**config.mk**
```make
export PLATFORM = sky130hd
export DESIGN_NAME = dreg_serial_port
export DESIGN_NICKNAME = d
export VERILOG_FILES = /design/src/rtl/dreg_pkg.sv /design/src/rtl/dreg_edge_sync.sv /design/src/rtl/dreg_cmd_fsm.sv /design/src/rtl/dreg_out_shift.sv /design/src/rtl/dreg_serial_port.sv
export SDC_FILE = /design/constraint.sdc
export NUM_CORES = 1
export LEC_CHECK = 0
export ABC_AREA = 1
export BUFFER_PORTS_ARGS = -buffer_cell sky130_fd_sc_hd__buf_2
export CORE_UTILIZATION = 54
export CTS_CLUSTER_SIZE = 12
export DETAILED_ROUTE_END_ITERATION = 7
export GPL_TIMING_DRIVEN = 1
export HOLD_SLACK_MARGIN = 0.12
export PLACE_DENSITY = 0.74
export SYNTH_ARGS = -nofsm -noshare
export SYNTH_HDL_FRONTEND = slang
export SYNTH_SLANG_ARGS = --single-unit
```
**constraint.sdc**
```tcl
create_clock -name clk -period 1.5 [get_ports clk]
set_input_delay 0.15 -clock clk [delete_from_list [all_inputs] [get_ports clk]]
set_output_delay 0.15 -clock clk [all_outputs]
set_load 0.1 [all_outputs]
```
**src/rtl/dreg_pkg.sv**
```systemverilog
package dreg_pkg;
  localparam int CMD_W = 8;
  localparam int SEL_W = 3;

  typedef enum logic [1:0] {
    ST_CMD = 2'd0,
    ST_RD  = 2'd1,
    ST_WR  = 2'd2
  } port_st_t;

  typedef struct packed {
    logic [SEL_W-1:0] sel;
    logic             rd;
    logic [1:0]       ch;
  } cmd_t;

  function automatic cmd_t decode_cmd(input logic [CMD_W-1:0] b);
    cmd_t c;
    c.sel = b[6:4];
    c.rd  = b[3];
    c.ch  = b[1:0];
    return c;
  endfunction
endpackage

```
**src/rtl/dreg_edge_sync.sv**
```systemverilog
module dreg_edge_sync #(
  parameter int N = 3,
  parameter int STAGES = 2,
  parameter logic [N-1:0] RST_VAL = '0
) (
  input  logic         clk,
  input  logic         rst_n,
  input  logic [N-1:0] async_in,
  output logic [N-1:0] sync_out,
  output logic [N-1:0] rise,
  output logic [N-1:0] fall
);
  for (genvar i = 0; i < N; i++) begin : g_bit
    logic [STAGES-1:0] chain;
    logic              prev;
    always_ff @(posedge clk or negedge rst_n) begin
      if (!rst_n) begin
        chain <= {STAGES{RST_VAL[i]}};
        prev  <= RST_VAL[i];
      end else begin
        chain <= {chain[STAGES-2:0], async_in[i]};
        prev  <= chain[STAGES-1];
      end
    end
    assign sync_out[i] = chain[STAGES-1];
    assign rise[i]     = chain[STAGES-1] & ~prev;
    assign fall[i]     = ~chain[STAGES-1] & prev;
  end
endmodule

```
**src/rtl/dreg_cmd_fsm.sv**
```systemverilog
module dreg_cmd_fsm
  import dreg_pkg::*;
#(
  parameter int WORD_W = 16,
  parameter logic [SEL_W-1:0] DATA_SEL = 3'd3,
  localparam int CNT_W = $clog2(WORD_W)
) (
  input  logic             clk,
  input  logic             rst_n,
  input  logic             cs_hi,
  input  logic             rise_evt,
  input  logic             fall_evt,
  input  logic             din_s,
  output port_st_t         st,
  output logic [CNT_W-1:0] bit_cnt,
  output logic [1:0]       chan,
  output logic             load_evt,
  output logic             shift_evt,
  output logic             rd_done,
  output logic             wr_done
);
  localparam logic [CNT_W-1:0] LAST_BIT = CNT_W'(WORD_W - 1);
  localparam logic [CNT_W-1:0] LAST_CMD = CNT_W'(CMD_W - 1);

  logic [CMD_W-1:0] cmd_sr;
  logic [CMD_W-1:0] cmd_next;
  logic             load_pend;
  cmd_t             cmd_dec;

  assign cmd_next = {cmd_sr[CMD_W-2:0], din_s};
  assign cmd_dec  = decode_cmd(cmd_next);

  assign load_evt  = fall_evt && !cs_hi && (st == ST_RD) && load_pend;
  assign shift_evt = fall_evt && !cs_hi && (st == ST_RD) && !load_pend;
  assign rd_done   = rise_evt && !cs_hi && (st == ST_RD) && (bit_cnt == LAST_BIT);
  assign wr_done   = rise_evt && !cs_hi && (st == ST_WR) && (bit_cnt == LAST_BIT);

  always_ff @(posedge clk or negedge rst_n) begin
    if (!rst_n) begin
      st        <= ST_CMD;
      bit_cnt   <= '0;
      cmd_sr    <= '0;
      chan      <= '0;
      load_pend <= 1'b0;
    end else if (cs_hi) begin
      st        <= ST_CMD;
      bit_cnt   <= '0;
      load_pend <= 1'b0;
    end else begin
      if (load_evt) load_pend <= 1'b0;
      if (rise_evt) begin
        unique case (st)
          ST_CMD: begin
            cmd_sr <= cmd_next;
            if (bit_cnt == LAST_CMD) begin
              bit_cnt <= '0;
              chan    <= cmd_dec.ch;
              if (cmd_dec.sel == DATA_SEL) begin
                st        <= cmd_dec.rd ? ST_RD : ST_WR;
                load_pend <= cmd_dec.rd;
              end
            end else begin
              bit_cnt <= bit_cnt + 1'b1;
            end
          end
          ST_RD, ST_WR: begin
            if (bit_cnt == LAST_BIT) begin
              st      <= ST_CMD;
              bit_cnt <= '0;
            end else begin
              bit_cnt <= bit_cnt + 1'b1;
            end
          end
          default: st <= ST_CMD;
        endcase
      end
    end
  end
endmodule

```
**src/rtl/dreg_out_shift.sv**
```systemverilog
module dreg_out_shift #(
  parameter int WORD_W = 16
) (
  input  logic              clk,
  input  logic              rst_n,
  input  logic              conv_valid,
  input  logic [WORD_W-1:0] conv_raw,
  input  logic              conv_bipolar,
  input  logic              load_evt,
  input  logic              shift_evt,
  input  logic              rd_done,
  input  logic              cs_hi,
  output logic [WORD_W-1:0] word_q,
  output logic              dout,
  output logic              dout_en,
  output logic              drdy_n
);
  function automatic logic [WORD_W-1:0] fmt_word(input logic [WORD_W-1:0] raw,
                                                 input logic bip);
    logic [WORD_W-1:0] flip;
    flip = '0;
    flip[WORD_W-1] = bip;
    return raw ^ flip;
  endfunction

  logic [WORD_W-1:0] sh;

  always_ff @(posedge clk or negedge rst_n) begin
    if (!rst_n) begin
      word_q  <= '0;
      sh      <= '0;
      dout    <= 1'b0;
      dout_en <= 1'b0;
      drdy_n  <= 1'b1;
    end else begin
      dout_en <= !cs_hi;
      if (conv_valid) word_q <= fmt_word(conv_raw, conv_bipolar);
      if (load_evt) begin
        dout <= word_q[WORD_W-1];
        sh   <= word_q << 1;
      end else if (shift_evt) begin
        dout <= sh[WORD_W-1];
        sh   <= sh << 1;
      end
      if (conv_valid)   drdy_n <= 1'b0;
      else if (rd_done) drdy_n <= 1'b1;
    end
  end
endmodule

```
**src/rtl/dreg_serial_port.sv**
```systemverilog
module dreg_serial_port
  import dreg_pkg::*;
#(
  parameter int WORD_W = 16,
  parameter int SYNC_STAGES = 2,
  parameter logic [SEL_W-1:0] DATA_SEL = 3'd3,
  localparam int CNT_W = $clog2(WORD_W)
) (
  input  logic              clk,
  input  logic              rst_n,
  input  logic              sclk,
  input  logic              cs_n,
  input  logic              din,
  input  logic              conv_valid,
  input  logic [WORD_W-1:0] conv_raw,
  input  logic              conv_bipolar,
  output logic              dout,
  output logic              dout_en,
  output logic              drdy_n,
  output logic [1:0]        chan
);
  logic [2:0] s_sync, s_rise, s_fall;
  logic       cs_hi, rise_evt, fall_evt, din_s;
  port_st_t   st;
  logic [CNT_W-1:0] bit_cnt;
  logic       load_evt, shift_evt, rd_done, wr_done;
  logic [WORD_W-1:0] word_q;

  dreg_edge_sync #(.N(3), .STAGES(SYNC_STAGES), .RST_VAL(3'b011)) u_sync (
    .clk(clk), .rst_n(rst_n), .async_in({din, cs_n, sclk}),
    .sync_out(s_sync), .rise(s_rise), .fall(s_fall)
  );

  assign rise_evt = s_rise[0];
  assign fall_evt = s_fall[0];
  assign cs_hi    = s_sync[1];
  assign din_s    = s_sync[2];

  dreg_cmd_fsm #(.WORD_W(WORD_W), .DATA_SEL(DATA_SEL)) u_fsm (
    .clk(clk), .rst_n(rst_n), .cs_hi(cs_hi), .rise_evt(rise_evt),
    .fall_evt(fall_evt), .din_s(din_s), .st(st), .bit_cnt(bit_cnt),
    .chan(chan), .load_evt(load_evt), .shift_evt(shift_evt),
    .rd_done(rd_done), .wr_done(wr_done)
  );

  dreg_out_shift #(.WORD_W(WORD_W)) u_out (
    .clk(clk), .rst_n(rst_n), .conv_valid(conv_valid), .conv_raw(conv_raw),
    .conv_bipolar(conv_bipolar), .load_evt(load_evt), .shift_evt(shift_evt),
    .rd_done(rd_done), .cs_hi(cs_hi), .word_q(word_q), .dout(dout),
    .dout_en(dout_en), .drdy_n(drdy_n)
  );
endmodule

```
* Word-level counts from Yosys, hierarchy flattened
Cells that the tools add are included.
** Storage, ports and cells
- Bits in registers :: 57
- Input port bits :: 23
- Output and inout port bits :: 5
- Word-level logic and storage cells :: 72
** Cells by class
- Add/subtract/negate cells :: 1
- Eq/ne operators :: 8
- Multiplexer cells :: 24
- Bitwise operators :: 6
- Reduce and logical (&&, ||, !) cells :: 19
** Operators with widths (number)
- 2-to-1 mux 16 bit :: 2
- 2-to-1 mux 4 bit :: 4
- bitwise XOR 16 bit :: 1
- 2-to-1 mux 2 bit :: 6
- 2-to-1 mux 1 bit :: 10
- != test 3 x 2 -> 1 bit, second input constant :: 3
- case mux 4 bit (2 select lines) :: 1
- AND reduction 4 bit :: 2
- logical AND 1 bit :: 7
- nonzero test 2 bit :: 3
- adder 4 x 1 -> 4 bit, second input constant :: 1
- == test 4 x 3 -> 1 bit, second input constant :: 1
- == test 4 bit, second input constant :: 1
- case mux 2 bit (2 select lines) :: 1
- == test 3 x 2 -> 1 bit, second input constant :: 1
- inverter 1 bit :: 3
- AND reduction 3 bit :: 1
- nonzero test 3 bit :: 1
- bitwise AND 1 bit :: 2
- == test 2 x 1 -> 1 bit, second input constant :: 1
- == test 2 bit, second input constant :: 1
- logical NOT 1 bit :: 2
- logical NOT 2 bit :: 1
- AND reduction 2 bit :: 1
- OR reduction 2 bit :: 1

* Depth between registers and ports, before layout
Gate-level depths: netlist of run 1.
- Depth after elaboration :: 11
- Gate-level depth with buffers :: 10
- Gate-level depth less buffers :: 10

* Modules after synthesis
From an unflattened synthesis of run 1, not the netlist that was laid out.
** Unflattened totals
- Cell total of the unflattened synthesis :: 325
- Area, all modules :: 2662.6 µm²
** By module, submodules not included
- dreg_out_shift :: times used 1, cells an instance 194, area an instance 1510.2 µm², sequential area each 852.1 µm²
- dreg_cmd_fsm :: times used 1, cells an instance 107, area an instance 852.1 µm², sequential area each 375.4 µm²
- dreg_edge_sync :: times used 1, cells an instance 24, area an instance 300.3 µm², sequential area each 232.7 µm²

* Least setup slack after synthesis of run 1
Ideal clock, no wire load.
- Path type :: register to register
- From :: register u_fsm.st[0]
- To :: register u_fsm.chan[1]
- Setup time :: 0.125 ns
- Arrival time :: 1.183 ns
- Data required time :: 1.375 ns
- Slack :: 0.193 ns
- Stages on the path, launching flop included :: 10
- Path buffers :: 0
- Clock period less this slack :: 1.307 ns
- Cell sequence :: dfrtp_1 inv_1 ha_1 inv_1 nor2_2 inv_2 nor2_8 nand2_2 nand2_1 o21ai_1
** Between the ends
- Word-level cells in the longest chain between the ends :: 2
** RTL lines
- start: declaration :: RTL line dreg_cmd_fsm.sv:14 : output port_st_t st,
- start signal: assignment :: RTL line dreg_cmd_fsm.sv:59 : st <= cmd_dec.rd ? ST_RD : ST_WR;
- logical NOT 2 bit :: RTL line dreg_cmd_fsm.sv:52 : unique case (st)
- AND reduction 4 bit (no line)
- end signal: assignment :: RTL line dreg_cmd_fsm.sv:57 : chan <= cmd_dec.ch;
- end: declaration :: RTL line dreg_cmd_fsm.sv:16 : output logic [1:0] chan,
Every way passes these cells.
A chain may end at the register's enable or synchronous reset.

* Final worst setup path of run 1
- From :: register u_out.drdy_n
- To :: output drdy_n
** RTL lines
- start: declaration :: RTL line dreg_out_shift.sv:16 : output logic drdy_n
- start signal: assignment :: RTL line dreg_out_shift.sv:34 : drdy_n <= 1'b1;
- start signal: assignment :: RTL line dreg_out_shift.sv:45 : if (conv_valid) drdy_n <= 1'b0;
- start signal: assignment :: RTL line dreg_out_shift.sv:46 : else if (rd_done) drdy_n <= 1'b1;
- end: declaration :: RTL line dreg_serial_port.sv:19 : output logic drdy_n,
No word-level cell between the ends.

==> results of run 1 <==
[cell usage after synthesis (2+ instances only)]
master / count / share of area, %
nand2_1: 98 / 14
dfrtp_1: 50 / 48
inv_1: 28 / 4.0
nor2_1: 16 / 2.3
o211ai_2: 12 / 5.8
o21ai_2: 12 / 4.0
nand3_1: 11 / 2.1
o21ai_0: 7 / 1.3
dfstp_2: 6 / 6.1
inv_2: 5 / 0.72
nand2_2: 5 / 1.2
o21ai_1: 4 / 0.77
buf_2: 3 / 0.58
ha_1: 3 / 1.4
a31oi_1: 2 / 0.48
buf_4: 2 / 0.58
buf_8: 2 / 1.2
nor2_8: 2 / 1.5
[through the flow]
| stage | TNS [ns] | hold slack (ns) | setup slack (ns) |
|---|---|---|---|
| after global routing | -0.00797 | 0.201 | -0.00797 |
| after floorplan | 0 | -0.146 | 0.193 |
| after detailed placement | 0 | 0.172 | 0.0828 |
| after CTS | 0 | 0.178 | 0.0504 |
| final | 0 | 0.193 | 0.0637 |
| after global placement | 0 | 0.173 | 0.164 |
[path summary, 6_finish.rpt]
path | end | slack, ns | startpoint
max | drdy_n | 0.06 | u_out.drdy_n$_DFFE_PN1P_
min | u_out.drdy_n$_DFFE_PN1P_ | 0.19 | conv_valid
max reg2reg | u_fsm.chan[1]$_DFFE_PN0P_ | 0.10 | u_fsm.st[1]$_DFFE_PN0P_
min reg2reg | u_sync.g_bit[1].chain[1]$_DFF_PN1_ | 0.36 | u_sync.g_bit[1].chain[0]$_DFF_PN1_
max in group asynchronous | u_sync.g_bit[0].prev$_DFF_PN1_ | 0.85 | rst_n
min in group asynchronous | u_fsm.bit_cnt[0]$_DFFE_PN0P_ | 0.33 | rst_n
[area by class of cell]
type / instances / area [um2] / area share, %
multi-input combinational: 183 / 1010 / 32.2
timing repair buffer: 56 / 430 / 13.7
tap: 52 / 65.1 / 2.07
clock inverter: 3 / 25.0 / 0.797
sequential: 56 / 1410 / 44.9
clock buffer: 5 / 68.8 / 2.19
inverter: 34 / 130 / 4.15
[report_power, final]
group | switching, mW | total (mW) | internal, mW
Sequential | 0.132 | 1.85 | 1.71
Clock | 0.525 | 0.866 | 0.341
Combinational | 0.556 | 0.867 | 0.311
[cell families (layout without fill, tap and decap cells)]
logic type	after synthesis	in the layout	synth area share, %
fa+ha+maj	3	3	1.44
compound gates	40	40	13.2
flops	56	56	54.1
simple gates	138	139	23.1
xor+xnor	1	1	0.337
buf+inv	43	98	7.79
[per-layer routing]
| metal | part of all wire, % | vias to the layer above | track usage (%) |
|---|---|---|---|
| met5 | 0 | - | 0 |
| met1 | 48 | 875 | 27.1 |
| li1 | - | 993 | - |
| met2 | 48 | 36 | 34.7 |
| met4 | 1.1 | 0 | 7.78 |
| met3 | 2.9 | 5 | 4.36 |
[sequential cells by signal, indices dropped and copies added, names as in the netlist, 2 cells and up]
name and flops:
u_fsm.chan 2, u_out.word_q 16, u_sync.g_bit.chain 6, u_out.sh 15
u_fsm.bit_cnt 4, u_fsm.cmd_sr 6, u_fsm.st 2
[repair_timing]
item	4_1_cts	5_1_grt
resized for setup	0	4
endpoints found under the setup margin	0	8
buffers inserted	0	1
endpoints found under the hold margin	75	0
hold buffers	21	0
==> flow_summary.ini, run 1 <==
[status]
status = complete, no violations

[logic_synthesis]
syn_area_mm2 = 0.00260
synth-edff-count = 0
yosysWarnings = 0
ys_types = 31
synthCells = 281
async_flop_share_pct = 100
synth_flop_cell = dfrtp_1
yosys_register_bits = 56
syn_area_per_cell_um2 = 9.26
syn_nets = 307
seq_area_frac_synth_pct = 54.1

[global_routing]
grt_first_pass_wirelength_um = 8140
antenna_found_initial = 0
grt.total_usage_pct = 20.9
grt_max_degree = 57
grt_overflow = 0
first_global_vias = 1860

[critical_path]
cp_slowest_stage_delay_ns = 0.55
start_kind = flip-flop
path_depth = 1
worstPathArrival_ns = 1.29
worstPathCellList = buf_2
crit_slowest_cell = dfstp_2
cp.required_ns = 1.35
critPathKind = reg2out
crit_family = flip-flops
reg2reg_depth = 9
critPathBufInv = 1
endpoint_kind = primary output
crit_fanout = 2

[cts]
cts.sinks = 56
clk_pin_slew_ns = 0.11
clock_latency_ns = 0.32
htreeDepth = 2
cts-root-buf = clkbuf_8
cts_tree = built
cts_max_path_buffers = 2
cts_buffers = 5

[placement]
dpl.hpwl_um = 3040
gp_congestion = 0.815
place_area_mm2 = 0.00281
place_inst = 358
port_buffers = 27

[cells_and_area]
fill_cells = 342
synthToLayoutAreaGrowth_pct = 20.6
fin_util_pct = 69.7
fin_area_mm2 = 0.00314
final_cell_mix = nand2_1 (98), dfrtp_1 (50), inv_1 (28), buf_2 (27), dlygate4sd3_1 (21)
layout-drive-gt1-share_pct = 27.0
final_common_cell = nand2_1
antenna_cells = 0
final_net_count = 362
final_cells = 389

[routing]
wire_per_inst_um = 12.3
vias_per_cell = 4.91
num_vias = 1909
drt_iter0_markers = 116
drtAntennaViolNets = 0
wl_um = 4790
drc = 0
firstDrtPassIters = 4

[min_path]
hp-class = in2reg
min_path_cells = 3

[floorplan]
row_count = 24
die_w_um = 71.4
initial_utilization_pct = 57.8
die_h_um = 71.4
io_pins = 28
core_area_mm2 = 0.00450
die_area_mm2 = 0.00510

[sta]
fin_skew_ns = 0.0166
slew_viol_final = 0
max_clock_freq_ghz = 0.696
post-route-period-util_pct = 95.8
fin_crit_ns = 1.44
worst_slew_pin_slew_ns = 0.487
max_slew_margin_pct = 67.3
setup_viol_count_final = 0
finalHoldViolations = 0

[run]
maxCapViolations = 0

[pwr]
cellLeakagePower_nw = 1.68
p_per_area_mw_per_mm2 = 1140
power.total_mw = 3.58
max-vdd-ir-drop_uv = 752
(Power assumes the default switching activity.)
==> run 2: changes to the inputs <==
--- a/config.mk
+++ b/config.mk
@@ -12,7 +12,7 @@
 export DETAILED_ROUTE_END_ITERATION = 7
 export GPL_TIMING_DRIVEN = 1
 export HOLD_SLACK_MARGIN = 0.12
-export PLACE_DENSITY = 0.74
+export PLACE_DENSITY_LB_ADDON = 0.1
 export SYNTH_ARGS = -nofsm -noshare
 export SYNTH_HDL_FRONTEND = slang
 export SYNTH_SLANG_ARGS = --single-unit
==> run 2 against run 1 <==
  * Maximum frequency up 1.8%
  * Flip-flop and latch count unchanged
  * Routed wire length fell by 6.0%
  * Power down 2.2%
  * Register-to-register slack improved by 0.02 ns
  * Clock-buffer cell count grew 1
  * Sequential power about the same
  * Worst setup slack better by 0.025 ns
  * Largest cell class unchanged
  * Highest routed layer unchanged
==> flow_summary.ini, run 2 (synthesis results as in run 1) <==
[pwr]
clockPowerShare_pct = 24.1
seqPwrFrac_pct = 52.6
cellLeakagePower_nw = 1.68
max-vdd-ir-drop_uv = 727
swShare_pct = 32.2
p_int_mw = 2.37
power.total_mw = 3.50
p_per_area_mw_per_mm2 = 1120
pwr-share-comb_pct = 23.3
power.net_switching_mw = 1.13

[global_routing]
grt.total_usage_pct = 19.8
first_global_vias = 1877
grt_max_degree = 57
grt_overflow = 0
antenna_found_initial = 0
grt_first_pass_wirelength_um = 7920

[routing]
firstDrtPassIters = 4
wl_um = 4500
drc = 0
drtAntennaViolNets = 0
vias_per_cell = 4.95
num_vias = 1912
drt_iter0_markers = 82
wire_per_inst_um = 11.7

[cts]
clk_pin_slew_ns = 0.10
htreeDepth = 2
cts_buffers = 5
clock_latency_ns = 0.31
cts_tree = built
cts.sinks = 56
cts_max_path_buffers = 2
cts-root-buf = clkbuf_8

[critical_path]
worstPathCellList = buf_2
critPathLaunch = u_out.drdy_n$_DFFE_PN1P_
critPathBufInv = 1
endpoint_kind = primary output
crit_slowest_cell = dfstp_2
cp.required_ns = 1.35
critPathKind = reg2out
start_kind = flip-flop
r2r-start = u_sync.g_bit[0].prev$_DFF_PN1_
crit_fanout = 2
cp_slowest_stage_delay_ns = 0.54
crit_family = flip-flops
worstPathArrival_ns = 1.26

[sta]
setup_viol_count_final = 0
slew_viol_final = 0
fin_tns_setup_ns = 0
whs_ns = 0.190
max_clock_freq_ghz = 0.709
fin_ws_ns = 0.0886
fin_skew_ns = 0.00893
post-route-period-util_pct = 94.1
worst_slew_pin_slew_ns = 0.486
finalHoldViolations = 0
max_slew_margin_pct = 67.4
rsz0062_at_grt = yes
fin_crit_ns = 1.41

[min_path]
holdCritStartpoint = conv_valid
hp-class = in2reg

[cells_and_area]
fill_cells = 359
layout-drive-gt1-share_pct = 26.0
largest_reg_flops = 16
top_regs = u_out.word_q: 16 flops, u_out.sh: 15 flops
synthToLayoutAreaGrowth_pct = 19.8
fin_area_mm2 = 0.00312
final_common_cell = nand2_1
register_area_mm2 = 0.00141
top_register = u_out.word_q
final_cell_mix = nand2_1 (98), dfrtp_1 (50), inv_1 (28), buf_2 (27), dlygate4sd3_1 (21)
final_net_count = 359
antenna_cells = 0
final_cells = 386
multi_input_area_um2 = 996
fin_util_pct = 69.2

[placement]
dpl.hpwl_um = 2940
gp_congestion = 0.788
place_inst = 357
dp_slack_ns = 0.101
place_area_mm2 = 0.00281
port_buffers = 27

[floorplan]
initial_utilization_pct = 57.8
core_area_mm2 = 0.00450
io_pins = 28
die_w_um = 71.4
die_h_um = 71.4
die_area_mm2 = 0.00510
row_count = 24

[status]
status = complete, no violations

[run]
maxCapViolations = 0
-- run 2: final timing paths --
path | to | slack [ns] | cells past startpoint
hold reg to reg | u_sync.g_bit[1].chain[1]$_DFF_PN1_ | 0.36 | 0
min in group asynchronous | u_fsm.bit_cnt[1]$_DFFE_PN0P_ | 0.36 | 3
setup / recovery | drdy_n | 0.09 | 1
max in group asynchronous | u_sync.g_bit[1].chain[1]$_DFF_PN1_ | 0.83 | 3
setup reg to reg | u_out.sh[4]$_DFFE_PN0P_ | 0.12 | 5
hold / removal | u_out.drdy_n$_DFFE_PN1P_ | 0.19 | 3
-- run 2: timing repair --
action,CTS,global route
hold buffers,21,0
gates resized for setup,0,2
buffers inserted,0,0
endpoints found under the hold margin,75,0
endpoints found under the setup margin,0,8
-- run 2: power by group through the flow --
stage / combinational, mW / sequential, mW / clock [mW]
finish: 0.816 / 1.84 / 0.842
global route: 0.930 / 1.87 / 0.917
CTS: 0.806 / 1.84 / 0.862
detailed placement: 0.759 / 1.87 / 0
global placement: 0.743 / 1.87 / 0
floorplan: 0.483 / 1.96 / 0
-- run 2: per-layer routing --
layer | GRT usage [%] | routed length [um] | vias up
met3 | 4.36 | 145 | 6
met4 | 6.00 | 52 | 0
met2 | 33.1 | 2040 | 32
met1 | 26.1 | 2260 | 884
li1 | - | - | 990
met5 | 0 | 0 | -
-- run 2: final cells by class --
cell class,instances,share of cell area (%)
multi-input combinational,182,31.9
clock buffer,6,2.65
timing repair buffer,54,13.7
sequential,56,45.2
inverter,34,4.09
clock inverter,2,0.321
tap,52,2.09
==> run 3: changes to the inputs <==
--- a/config.mk
+++ b/config.mk
@@ -13,6 +13,7 @@
 export GPL_TIMING_DRIVEN = 1
 export HOLD_SLACK_MARGIN = 0.12
 export PLACE_DENSITY_LB_ADDON = 0.1
+export SETUP_SLACK_MARGIN = 0.15
 export SYNTH_ARGS = -nofsm -noshare
 export SYNTH_HDL_FRONTEND = slang
 export SYNTH_SLANG_ARGS = --single-unit
==> run 3 against run 2 <==
  * Die area is the same
  * Critical path depth grew 8
  * Flip-flop and latch count is the same
  * Sequential share of layout area shrank 2.5 points
  * Worst hold slack is essentially flat
  * Register-to-register slack gained 0.04 ns
  * Highest routed layer unchanged
==> flow_summary.ini, run 3 (synthesis results as in run 1) <==
[cells_and_area]
fin_area_mm2 = 0.00330
layout-drive-gt1-share_pct = 32.6
multi_input_area_mm2 = 0.00108
fin_util_pct = 73.3
synthToLayoutAreaGrowth_pct = 26.9
fill_cells = 323
register_area_mm2 = 0.00141
antenna_cells = 0
final_cells = 396
final_common_cell = nand2_1
top_register = u_out.word_q
largest_reg_flops = 16
final_cell_mix = nand2_1 (94), dfrtp_1 (50), buf_2 (26), inv_1 (23), dlygate4sd3_1 (21)
final_net_count = 369
top_regs = u_out.word_q: 16 flops, u_out.sh: 15 flops

[cts]
cts_buffers = 5
cts_max_path_buffers = 2
htreeDepth = 2
clk_pin_slew_ns = 0.10
cts_tree = built
cts.sinks = 56
cts-root-buf = clkbuf_8
clock_latency_ns = 0.31

[placement]
port_buffers = 27
gp_congestion = 0.788
place_inst = 357
place_area_mm2 = 0.00281
dpl.hpwl_um = 2940
dp_slack_ns = 0.101

[global_routing]
grt.total_usage_pct = 20.0
grt_overflow = 0
first_global_vias = 1906
antenna_found_initial = 0
grt_max_degree = 57
grt_first_pass_wirelength_um = 8000

[sta]
slew_viol_final = 0
max_clock_freq_ghz = 0.746
worst_slew_pin_slew_ns = 0.486
finalHoldViolations = 0
fin_ws_ns = 0.159
fin_tns_setup_ns = 0
rsz0062_at_grt = yes
post-route-period-util_pct = 89.4
fin_skew_ns = 0.00696
whs_ns = 0.190
setup_viol_count_final = 0
fin_crit_ns = 1.34
max_slew_margin_pct = 67.4

[pwr]
swShare_pct = 33.1
clockPowerShare_pct = 22.4
seqPwrFrac_pct = 49.4
p_int_mw = 2.51
max-vdd-ir-drop_uv = 798
p_per_area_mw_per_mm2 = 1140
pwr-share-comb_pct = 28.2
power.net_switching_mw = 1.24
power.total_mw = 3.75
cellLeakagePower_nw = 1.74

[floorplan]
io_pins = 28
die_w_um = 71.4
core_area_mm2 = 0.00450
die_h_um = 71.4
initial_utilization_pct = 57.8
row_count = 24
die_area_mm2 = 0.00510

[min_path]
holdCritStartpoint = conv_valid
hp-class = in2reg
min_path_cells = 3
min_to = u_out.drdy_n$_DFFE_PN1P_

[critical_path]
worstPathArrival_ns = 1.54
crit_slowest_cell = dfrtp_1
start_kind = flip-flop
cp.required_ns = 1.70
crit_fanout = 5
r2r-start = u_fsm.st[1]$_DFFE_PN0P_
critPathBufInv = 3
critPathKind = reg2reg
timing.rr.end = u_fsm.chan[1]$_DFFE_PN0P_
endpoint_kind = flip-flop
reg2reg_depth = 9
worstPathCellList = inv_2 > ha_4 > inv_4 > nor2_4 > inv_4 > nor2_8 > nand2_4 > nand2_2 > o21ai_1
crit_family = flip-flops
cp_slowest_stage_delay_ns = 0.40
cp_common_cell = inv_4
rrSetupSlack_ns = 0.16

[routing]
drc = 0
vias_per_cell = 4.94
wl_um = 4740
drt_iter0_markers = 86
wire_per_inst_um = 12.0
drtAntennaViolNets = 0
num_vias = 1958
firstDrtPassIters = 4

[status]
status = complete, no violations

[run]
maxCapViolations = 0
-- run 3: changes by cell type in the layout (fill, tap and decap cells not counted), moves of 2 or more --
cell and change:
inv_4 +3, nand2_2 +2, ha_1 -3, buf_4 +6, inv_2 +2, nand2_4 +2
nor2_4 +2, inv_1 -5, ha_4 +3, nor2_2 +2, nand2_1 -4, buf_6 +2
nor2_1 -2
-- run 3: area by class of cell --
cell class / count / area share [%]
Tap cell: 52 / 1.97
Clock buffer: 6 / 2.50
Timing Repair Buffer: 62 / 15.6
Sequential cell: 56 / 42.7
Inverter: 34 / 4.09
Multi-Input combinational cell: 184 / 32.9
Clock inverter: 2 / 0.303
-- run 3: power groups by stage --
stage / registers [mW] / clock network [mW] / logic, mW
2_1_floorplan: 1.96 / 0 / 0.483
3_3_place_gp: 1.87 / 0 / 0.743
3_5_place_dp: 1.87 / 0 / 0.759
4_1_cts: 1.84 / 0.862 / 0.859
5_1_grt: 1.88 / 0.918 / 1.17
6_report: 1.85 / 0.841 / 1.06
-- run 3: per-layer routing --
| metal | routed length [um] | global-route usage (%) | share of wire (%) |
|---|---|---|---|
| met1 | 2340 | 26.7 | 49 |
| met2 | 2180 | 33.1 | 46 |
| met3 | 164 | 4.36 | 3.5 |
| met4 | 52 | 6.00 | 1.1 |
| met5 | 0 | 0 | 0 |
-- run 3: what timing repair did --
| action | CTS | global route |
|---|---|---|
| pin swaps | 2 | 8 |
| gates cloned | 1 | 2 |
| hold buffers | 21 | 0 |
| endpoints found under the hold margin | 75 | 0 |
| setup buffers | 3 | 4 |
| resized for setup | 5 | 24 |
| setup endpoints to repair | 17 | 29 |
-- run 3: worst max path at each step --
stage	from	end	slack, ns	cells after the start
finish	u_fsm.st[1]$_DFFE_PN0P_	u_fsm.chan[1]$_DFFE_PN0P_	0.16	9
global route	u_fsm.st[1]$_DFFE_PN0P_	u_fsm.chan[0]$_DFFE_PN0P_	0.08	9
CTS	u_fsm.st[0]$_DFFE_PN0P_	u_fsm.chan[1]$_DFFE_PN0P_	0.13	9
detailed placement	u_fsm.st[0]$_DFFE_PN0P_	u_fsm.chan[1]$_DFFE_PN0P_	0.10	9
global placement	u_fsm.st[0]$_DFFE_PN0P_	u_fsm.bit_cnt[0]$_DFFE_PN0P_	0.13	7
floorplan	u_fsm.st[0]$_DFFE_PN0P_	u_fsm.chan[1]$_DFFE_PN0P_	0.19	9
-- run 3: tightest hold or removal path, cell delays in order --
cell     delay, ns
buf_2         0.09
buf_4         0.20
a21oi_1       0.06
